**src/rtl/etc_pkg.sv**
```systemverilog
package etc_pkg;
  localparam int PSC_W     = 2;
  localparam int FLT_W     = 4;
  localparam int MAX_SHIFT = 5;
  localparam int EV_W      = 3;

  function automatic logic [2:0] flt_shift(input logic [FLT_W-1:0] code);
    case (code)
      4'd0, 4'd1, 4'd2, 4'd3:    flt_shift = 3'd0;
      4'd4, 4'd5:                flt_shift = 3'd1;
      4'd6, 4'd7:                flt_shift = 3'd2;
      4'd8, 4'd9:                flt_shift = 3'd3;
      4'd10, 4'd11, 4'd12:       flt_shift = 3'd4;
      default:                   flt_shift = 3'd5;
    endcase
  endfunction

  function automatic logic [EV_W-1:0] flt_need_m1(input logic [FLT_W-1:0] code);
    case (code)
      4'd0:                          flt_need_m1 = 3'd0;
      4'd1:                          flt_need_m1 = 3'd1;
      4'd2:                          flt_need_m1 = 3'd3;
      4'd10, 4'd13:                  flt_need_m1 = 3'd4;
      4'd4, 4'd6, 4'd8, 4'd11, 4'd14: flt_need_m1 = 3'd5;
      default:                       flt_need_m1 = 3'd7;
    endcase
  endfunction
endpackage

```
**src/rtl/etc_sync.sv**
```systemverilog
module etc_sync #(
  parameter int STAGES = 2
) (
  input  logic clk,
  input  logic d_async,
  output logic q_sync
);
  logic [STAGES-1:0] chain;

  always_ff @(posedge clk) chain[0] <= d_async;

  for (genvar i = 1; i < STAGES; i++) begin : g_stage
    always_ff @(posedge clk) chain[i] <= chain[i-1];
  end

  assign q_sync = chain[STAGES-1];
endmodule

```
**src/rtl/etc_prescale.sv**
```systemverilog
module etc_prescale
  import etc_pkg::*;
(
  input  logic             clk,
  input  logic             rst_n,
  input  logic             act_lvl,
  input  logic [PSC_W-1:0] code,
  output logic             psc_lvl
);
  localparam int NDIV  = (1 << PSC_W) - 1;
  localparam int CNT_W = NDIV;

  logic             act_d;
  logic [CNT_W-1:0] edge_cnt;
  logic [PSC_W-1:0] code_q;
  logic             code_chg;
  logic             act_rise;

  assign code_chg = (code != code_q);
  assign act_rise = act_lvl & ~act_d;

  // edge history keeps sampling during reset so the idle level settles
  always_ff @(posedge clk) act_d <= act_lvl;

  always_ff @(posedge clk) begin
    if (!rst_n) begin
      edge_cnt <= '0;
      code_q   <= '0;
    end else begin
      code_q <= code;
      if (code_chg)      edge_cnt <= '0;
      else if (act_rise) edge_cnt <= edge_cnt + 1'b1;
    end
  end

  always_comb begin
    psc_lvl = act_d;
    for (int i = 1; i <= NDIV; i++) begin
      if (int'(code) == i) psc_lvl = edge_cnt[i-1];
    end
  end

  p_clear_on_code_r4: assert property (@(posedge clk) disable iff (!rst_n)
    code_chg |=> (edge_cnt == '0));
endmodule

```
**src/rtl/etc_filter.sv**
```systemverilog
module etc_filter
  import etc_pkg::*;
(
  input  logic             clk,
  input  logic             rst_n,
  input  logic             smp_in,
  input  logic [FLT_W-1:0] code,
  output logic             flt_out
);
  localparam int DIV_W = MAX_SHIFT;

  logic [DIV_W-1:0] div_cnt;
  logic [DIV_W-1:0] div_max;
  logic [EV_W-1:0]  ev_cnt;
  logic [EV_W-1:0]  need_m1;
  logic [FLT_W-1:0] code_q;
  logic             code_chg;
  logic             tick;
  logic             out_q;

  assign need_m1  = flt_need_m1(code);
  assign div_max  = {DIV_W{1'b1}} >> (MAX_SHIFT - int'(flt_shift(code)));
  assign code_chg = (code != code_q);
  assign tick     = (div_cnt == '0);

  always_ff @(posedge clk) begin
    if (!rst_n) begin
      div_cnt <= '0;
      ev_cnt  <= '0;
      code_q  <= '0;
      out_q   <= 1'b0;
    end else begin
      code_q <= code;
      if (code_chg) begin
        div_cnt <= '0;
        ev_cnt  <= '0;
      end else begin
        div_cnt <= (div_cnt == div_max) ? '0 : div_cnt + 1'b1;
        if (tick) begin
          if (smp_in == out_q) begin
            ev_cnt <= '0;
          end else if (ev_cnt == need_m1) begin
            out_q  <= smp_in;
            ev_cnt <= '0;
          end else begin
            ev_cnt <= ev_cnt + 1'b1;
          end
        end
      end
    end
  end

  assign flt_out = out_q;

  p_move_on_tick_r7: assert property (@(posedge clk) disable iff (!rst_n)
    !tick |=> $stable(out_q));
  p_count_bound_r6: assert property (@(posedge clk) disable iff (!rst_n)
    !code_chg |-> (ev_cnt <= need_m1));
endmodule

```
**src/rtl/etc_edge.sv**
```systemverilog
module etc_edge (
  input  logic clk,
  input  logic rst_n,
  input  logic lvl,
  input  logic en,
  output logic pulse
);
  logic lvl_d;

  always_ff @(posedge clk) begin
    if (!rst_n) lvl_d <= 1'b0;
    else        lvl_d <= lvl;
  end

  assign pulse = en & lvl & ~lvl_d;

  p_one_cycle_r8: assert property (@(posedge clk) disable iff (!rst_n)
    pulse |=> !pulse);
endmodule

```
**src/rtl/ext_trig_cond.sv**
```systemverilog
module ext_trig_cond
  import etc_pkg::*;
#(
  parameter int SYNC_STAGES = 2
) (
  input  logic             clk,
  input  logic             rst_n,
  input  logic             trig_pin,
  input  logic             inv_pol,
  input  logic [PSC_W-1:0] psc_sel,
  input  logic [FLT_W-1:0] flt_sel,
  input  logic             ext_clk_en,
  output logic             trig_filt,
  output logic             cnt_en
);
  logic pin_s;
  logic act_lvl;
  logic psc_lvl;

  etc_sync #(.STAGES(SYNC_STAGES)) u_sync (
    .clk     (clk),
    .d_async (trig_pin),
    .q_sync  (pin_s)
  );

  assign act_lvl = pin_s ^ inv_pol;

  etc_prescale u_psc (
    .clk     (clk),
    .rst_n   (rst_n),
    .act_lvl (act_lvl),
    .code    (psc_sel),
    .psc_lvl (psc_lvl)
  );

  etc_filter u_flt (
    .clk     (clk),
    .rst_n   (rst_n),
    .smp_in  (psc_lvl),
    .code    (flt_sel),
    .flt_out (trig_filt)
  );

  etc_edge u_edge (
    .clk   (clk),
    .rst_n (rst_n),
    .lvl   (trig_filt),
    .en    (ext_clk_en),
    .pulse (cnt_en)
  );

  p_on_rise_r8: assert property (@(posedge clk) disable iff (!rst_n)
    cnt_en |-> (trig_filt && !$past(trig_filt)));
  p_gated_r9: assert property (@(posedge clk) disable iff (!rst_n)
    !ext_clk_en |-> !cnt_en);
endmodule

```
**config.mk**
```make
export PLATFORM = sky130hd
export DESIGN_NAME = ext_trig_cond
export DESIGN_NICKNAME = d
export VERILOG_FILES = /design/src/rtl/etc_pkg.sv /design/src/rtl/etc_sync.sv /design/src/rtl/etc_prescale.sv /design/src/rtl/etc_filter.sv /design/src/rtl/etc_edge.sv /design/src/rtl/ext_trig_cond.sv
export SDC_FILE = /design/constraint.sdc
export NUM_CORES = 1
export LEC_CHECK = 0
export BUFFER_PORTS_ARGS = -buffer_cell sky130_fd_sc_hd__buf_4
export CAP_MARGIN = 20
export CELL_PAD_IN_SITES_DETAIL_PLACEMENT = 0
export CELL_PAD_IN_SITES_GLOBAL_PLACEMENT = 2
export CORE_MARGIN = 4
export CORE_UTILIZATION = 40
export CTS_CLUSTER_DIAMETER = 80
export CTS_CLUSTER_SIZE = 16
export DETAILED_ROUTE_END_ITERATION = 6
export GPL_TIMING_DRIVEN = 0
export PLACE_DENSITY = 0.91
export SLEW_MARGIN = 5
export SYNTH_ARGS = -nofsm -noshare
export SYNTH_HDL_FRONTEND = slang
export SYNTH_SLANG_ARGS = --single-unit
```
**constraint.sdc**
```tcl
create_clock -name clk -period 3.2 [get_ports clk]
set_clock_uncertainty 0.05 [all_clocks]
set_input_delay 0.64 -clock clk [delete_from_list [all_inputs] [get_ports clk]]
set_output_delay 0.64 -clock clk [all_outputs]
set_load 0.02 [all_outputs]
```
After elaboration in Yosys (flattened, before gate mapping)
Memories as Yosys holds them, arrays and structs flattened.
Index checks and enable logic that the tools add are counted.
{"block": "op_classes", "addsub": 4, "eq_ne": 8, "shift": 1, "n_mux": 5, "n_bitwise": 9, "n_reduce_logical": 5}
{"operator": "$shr A5 B32 Y5 const A", "n": 1}
{"operator": "$add A3 B1 Y3 const B", "n": 2}
{"operator": "$mux W3", "n": 2}
{"operator": "$add A5 B1 Y5 const B", "n": 1}
{"operator": "$eq A5 B5 Y1", "n": 1}
{"operator": "$logic_not A5 Y1", "n": 1}
{"operator": "$not A1 Y1", "n": 5}
{"operator": "$eq A2 B2 Y1 const B", "n": 2}
{"operator": "$ne A4 B4 Y1", "n": 1}
{"operator": "$reduce_and A4 Y1", "n": 1}
{"operator": "$reduce_or A2 Y1", "n": 2}
{"operator": "$sub A3 B3 Y4 const A", "n": 1}
{"operator": "$and A1 B1 Y1", "n": 3}
{"operator": "$eq A3 B3 Y1", "n": 1}
{"operator": "$mux W1", "n": 3}
{"operator": "$reduce_or A3 Y1", "n": 1}
{"operator": "$eq A2 B1 Y1 const B", "n": 1}
{"operator": "$ne A2 B2 Y1", "n": 1}
{"operator": "$eq A1 B1 Y1", "n": 1}
{"operator": "$xor A1 B1 Y1", "n": 1}
{"block": "totals", "reg_bits": 22, "romBits": 96, "out_inout_bits": 2, "elab_cells": 44, "mem_count": 2}
{"name": "(no name shown)", "depth": 16, "width": 3, "read_ports": 1, "rd_clocked_by_memory_dff": 0, "wr": 0, "line_no": "etc_pkg.sv:8", "source": "case (code)"}
{"name": "(no name shown)", "depth": 16, "width": 3, "read_ports": 1, "rd_clocked_by_memory_dff": 0, "wr": 0, "line_no": "etc_pkg.sv:19", "source": "case (code)"}

Longest topological paths before layout
{"block": "depth", "ltp_word": 7, "depth_mapped": 11}

Cells and area by module
Synthesis repeated with hierarchy kept, for this count alone.
{"block": "unflattened", "cells_unflattened": 135, "hier_area_um2": 1270.0}
{"module": "etc_filter", "n_inst": 1, "cells_per_inst": 108, "area_each_um2": 940.9, "seq_area_each_um2": 260.2}
{"module": "etc_prescale", "n_inst": 1, "cells_per_inst": 21, "area_each_um2": 245.2, "seq_area_each_um2": 120.1}
{"module": "etc_sync", "n_inst": 1, "cells_per_inst": 2, "area_each_um2": 40.0, "seq_area_each_um2": 40.0}
{"module": "etc_edge", "n_inst": 1, "cells_per_inst": 3, "area_each_um2": 35.0, "seq_area_each_um2": 20.0}
{"module": "ext_trig_cond", "n_inst": 1, "cells_per_inst": 1, "area_each_um2": 8.8, "seq_area_each_um2": 0.0}

Worst setup path before layout
No wires, ideal clock.
{"block": "synth_timing", "kind": "in2reg", "startpoint": "input port flt_sel[2]", "endpoint": "register u_flt.div_cnt[2]", "arrival_ps": 1953, "slack_ps": 1133, "cell_stages": 10, "path_cell_list": "buf_6 -> inv_1 -> nand3_1 -> o21a_1 -> ha_1 -> nor2_1 -> nand3_1 -> xor2_1 -> a31o_2 -> nor2_1"}
{"block": "synth_between", "elab_chain_len": 5, "elab_cells_between_ends": 6, "classes_between": "add/sub (1); eq/ne (2); shift (1); reduce/logical (1); memory (1)"}
{"item": "start: declaration", "line_no": "ext_trig_cond.sv:11", "source": "input logic [FLT_W-1:0] flt_sel,"}
{"item": "$mem_v2 Z16 W3"}
{"item": "$sub A3 B3 Y4", "line_no": "etc_filter.sv:22", "source": "assign div_max = {DIV_W{1'b1}} >> (MAX_SHIFT - int'(flt_shift(code)));"}
{"item": "$shr A5 B32 Y5", "line_no": "etc_filter.sv:22"}
{"item": "$eq A5 B5 Y1", "line_no": "etc_filter.sv:38", "source": "div_cnt <= (div_cnt == div_max) ? '0 : div_cnt + 1'b1;"}
{"item": "$reduce_or A3 Y1 (no source line) *"}
{"item": "end signal: assignment", "line_no": "etc_filter.sv:38"}
{"item": "end: declaration", "line_no": "etc_filter.sv:12", "source": "logic [DIV_W-1:0] div_cnt;"}
Mark *: on every way between the ends. The rest lies on a longest branch, timed or not.
A chain may end at the register's enable or synchronous reset.

Final worst setup path
{"block": "layout_timing", "startpoint": "input port flt_sel[1]", "endpoint": "register u_flt.out_q (netlist: u_flt.flt_out)"}
{"block": "layout_between", "elab_chain_len": 3, "elab_cells_between_ends": 5, "classes_between": "eq/ne (2); bitwise (1); reduce/logical (1); memory (1)"}
{"item": "$mem_v2 Z16 W3 or $ne A4 B4 Y1 (tied branches)"}
{"item": "$eq A3 B3 Y1 or $not A1 Y1 (tied branches)"}
{"item": "$reduce_and A4 Y1 (no source line) *"}
{"item": "end signal: assignment", "line_no": "etc_filter.sv:43", "source": "out_q <= smp_in;"}
{"item": "end: declaration", "line_no": "etc_filter.sv:19", "source": "logic out_q;"}
Marks and branches as above.

==> results.py <==
metrics = {
    "status": {
        "status": "complete, no violations",
    },
    "placement": {
        "gp_routability_congestion": 0.765,
        "port_buffers": 11,
        "post-place-ws_ns": 0.841,
        "place_hpwl_um": 1810,
        "placed_cell_area_mm2": 0.00147,
    },
    "critical_path": {
        "crit_path_end_kind": "flip-flop",
        "r2r_slack_ns": 1.47,
        "required_ns": 3.39,
        "cp_slowest_cell": "mux2_1",
        "cp_max_fo": 9,
        "crit_chain": "buf_4 > inv_1 > ha_1 > mux2_1 > a22oi_2 > xor2_2 > nor4_2 > mux2i_1",
        "crit_arrival_ns": 2.21,
        "r2r_cells": 6,
        "worstSetupPathType": "input port to flip-flop",
        "cp-start-kind": "input port",
        "slowest_delay_ns": 0.31,
    },
    "cts": {
        "cts_resized": 0,
        "insertion_delay_ns": 0.30,
        "htreeDepth": 1,
        "clockBufferDepth": 2,
        "postCtsSetupRepairBufs": 0,
        "root_buffer": "clkbuf_4",
        "cts_buffers": 3,
        "ctsHoldBuffers": 0,
        "tritoncts": "yes",
        "clkTransAtPathRegs_ns": 0.12,
        "cts_sinks": 22,
    },
    "power": {
        "p_per_area_mw_per_mm2": 346,
        "leakage_nw": 0.640,
        "ir_worst_vdd_uv": 149,
    },
    "timing": {
        "period_minus_slack_ns": 2.02,
        "setup_viol": 0,
        "drv_slew": 0,
        "slew_headroom_pct": 62.0,
        "rsz0062_at_grt": "no",
        "fmax_ghz": 0.495,
        "worstMarginPinSlew_ns": 0.561,
        "hold_violations": 0,
        "fin_crit_sh_pct": 63.1,
        "fin_hold_ws_ns": 0.291,
        "finalSetupTns_ns": 0,
        "fin_ws_ns": 1.18,
    },
    "global_route": {
        "grt_pass1_vias": 932,
        "grt_use_met1_pct": 14.3,
        "grt_usage_pct": 11.8,
        "grt_max_degree": 13,
        "grt_pass1_wl_um": 4060,
        "busiest_layer": "met2",
        "gr-usage-met3_pct": 3.76,
        "globalRoute.totalOverflow": 0,
        "use_met2_pct": 21.1,
        "antenna_found_initial": 0,
    },
    "layout": {
        "layout_commonest_cell": "dfxtp_1",
        "area_growth_pct": 13.1,
        "fin_util_pct": 48.4,
        "fin_area_mm2": 0.00150,
        "layout_common_cells": "dfxtp_1, nor2_1, ha_1",
        "nets": 173,
        "antennaDiodeCount": 0,
        "nFillCells": 336,
        "layout-drive-gt1-share_pct": 22.8,
    },
    "die": {
        "dieArea_mm2": 0.00430,
        "core_area_mm2": 0.00310,
        "start_util_pct": 42.8,
        "die_h_um": 65.6,
        "std_cell_rows": 20,
        "io-pin-count": 13,
        "fp.dieW_um": 65.6,
    },
    "synth": {
        "synth_area_mm2": 0.00133,
        "syn_inst": 134,
        "synth_nets": 157,
        "ys_seq_area_share_pct": 33.2,
        "ys_ff_latch": 22,
        "synth_cell_types": 40,
        "yosysWarnings": 0,
        "syn_area_per_cell_um2": 9.91,
    },
    "min_path": {
        "hp-class": "flip-flop to flip-flop",
        "hold_depth": 0,
    },
    "drt": {
        "viasPerCell": 4.78,
        "drtPass1Iterations": 4,
        "drc": 0,
        "drtIter0Drc": 41,
        "wl_per_cell_um": 11.4,
        "finalWirelength_um": 2200,
        "vias": 923,
        "drtAntennaViolNets": 0,
    },
    "job": {
        "cap_violations": 0,
    },
}
==> cell type report <==
cell class | count | area, um^2 | area share (%)
Tap cell | 44 | 55.1 | 3.67
Inverter | 8 | 30.0 | 2.00
Timing Repair Buffer | 11 | 82.6 | 5.50
Sequential cell | 22 | 440 | 29.3
Buffer | 4 | 45.0 | 3.00
Multi-Input combinational cell | 100 | 812 | 54.1
Clock buffer | 4 | 36.3 | 2.42
==> metrics by stage <==
| stage | cells | total power [mW] |
|---|---|---|
| 2_1_floorplan | 134 | 0.353 |
| 3_3_place_gp | 189 | 0.376 |
| 3_5_place_dp | 189 | 0.379 |
| 4_1_cts | 193 | 0.531 |
| 5_1_grt | 193 | 0.555 |
| 6_report | 193 | 0.520 |
==> worst max-delay path, delay by kind of cell <==
family	cells	cell delay (ns)
mux	2	0.51
buf+inv	2	0.25
simple gates	1	0.31
xor+xnor	1	0.14
compound gates	1	0.18
fa+ha+maj	1	0.19
==> worst paths after layout <==
kind                                             startpoint                            to
worst min-delay path                u_sync.chain[0]$_DFF_P_         u_sync.q_sync$_DFF_P_
worst max-delay path                             flt_sel[1]    u_flt.flt_out$_SDFFE_PN0P_
worst max register to register  u_flt.div_cnt[0]$_SDFF_PP0_  u_flt.ev_cnt[2]$_SDFFE_PP0N_
worst min register to register      u_sync.chain[0]$_DFF_P_         u_sync.q_sync$_DFF_P_
==> Yosys cell counts <==
master	n	area, um^2
dfxtp_1	22	440
xor2_1	11	96.3
nor2_1	13	48.8
mux2i_1	4	40.0
nor4_4	1	21.3
a31o_2	1	8.76
nor2b_1	1	6.26
nor4_2	1	12.5
or4b_4	1	13.8
mux4_2	1	22.5
a21o_2	1	8.76
inv_1	8	30.0
a22oi_2	1	12.5
a211oi_1	1	7.51
clkdlybuf4s50_2	1	11.3
nand3_1	5	25.0
o21a_1	2	15.0
or2b_1	1	7.51
and2_1	6	37.5
a31oi_1	1	6.26
and2b_1	1	7.51
o21ai_2	1	8.76
nor4b_1	1	8.76
mux2_1	1	11.3
nand2_1	10	37.5
a21oi_2	1	8.76
mux2i_2	1	13.8
o31ai_1	2	15.0
o21ai_0	1	5.00
nor3_2	1	10.0
a21oi_1	2	10.0
and3_1	1	6.26
xnor2_1	6	52.6
nor3b_2	1	12.5
buf_6	3	33.8
ha_1	12	150
nor3b_1	1	7.51
nand2_2	1	6.26
xor2_2	2	32.5
o311ai_1	2	17.5
==> cells by family after synthesis <==
| logic type | Yosys count | share of synthesized area, % |
|---|---|---|
| xor gates and xnor gates | 19 | 13.7 |
| DFF | 22 | 33.2 |
| AOI/OAI and AO/OA | 16 | 9.33 |
| buffers and inverters | 12 | 5.65 |
| muxes | 7 | 6.60 |
| and+or+nand+nor | 46 | 20.3 |
| adders and majority gates | 12 | 11.3 |
==> state kept, by name, summed over array words and instances (netlist names) <==
signal / flops
u_flt.flt_out: 1
u_psc.code_q: 2
u_psc.act_d: 1
u_psc.edge_cnt: 3
u_sync.chain: 1
u_edge.lvl_d: 1
u_flt.ev_cnt: 3
u_flt.code_q: 4
u_flt.div_cnt: 5
u_sync.q_sync: 1
==> routing by layer <==
layer | share of wire [%] | up-vias | routed length [um]
li1 | - | 477 | -
met1 | 46 | 434 | 1010
met2 | 51 | 10 | 1110
met3 | 3.5 | 2 | 77
met4 | 0.27 | 0 | 6
met5 | 0 | - | 0
==> power by group <==
| part | leakage [nW] | switching, mW | internal [mW] |
|---|---|---|---|
| registers | 0.180 | 0.00411 | 0.281 |
| logic | 0.439 | 0.0443 | 0.0410 |
| clock network | 0.0210 | 0.0794 | 0.0694 |
| total | 0.640 | 0.128 | 0.392 |
Note: power is estimated with default switching activity, not from simulation.
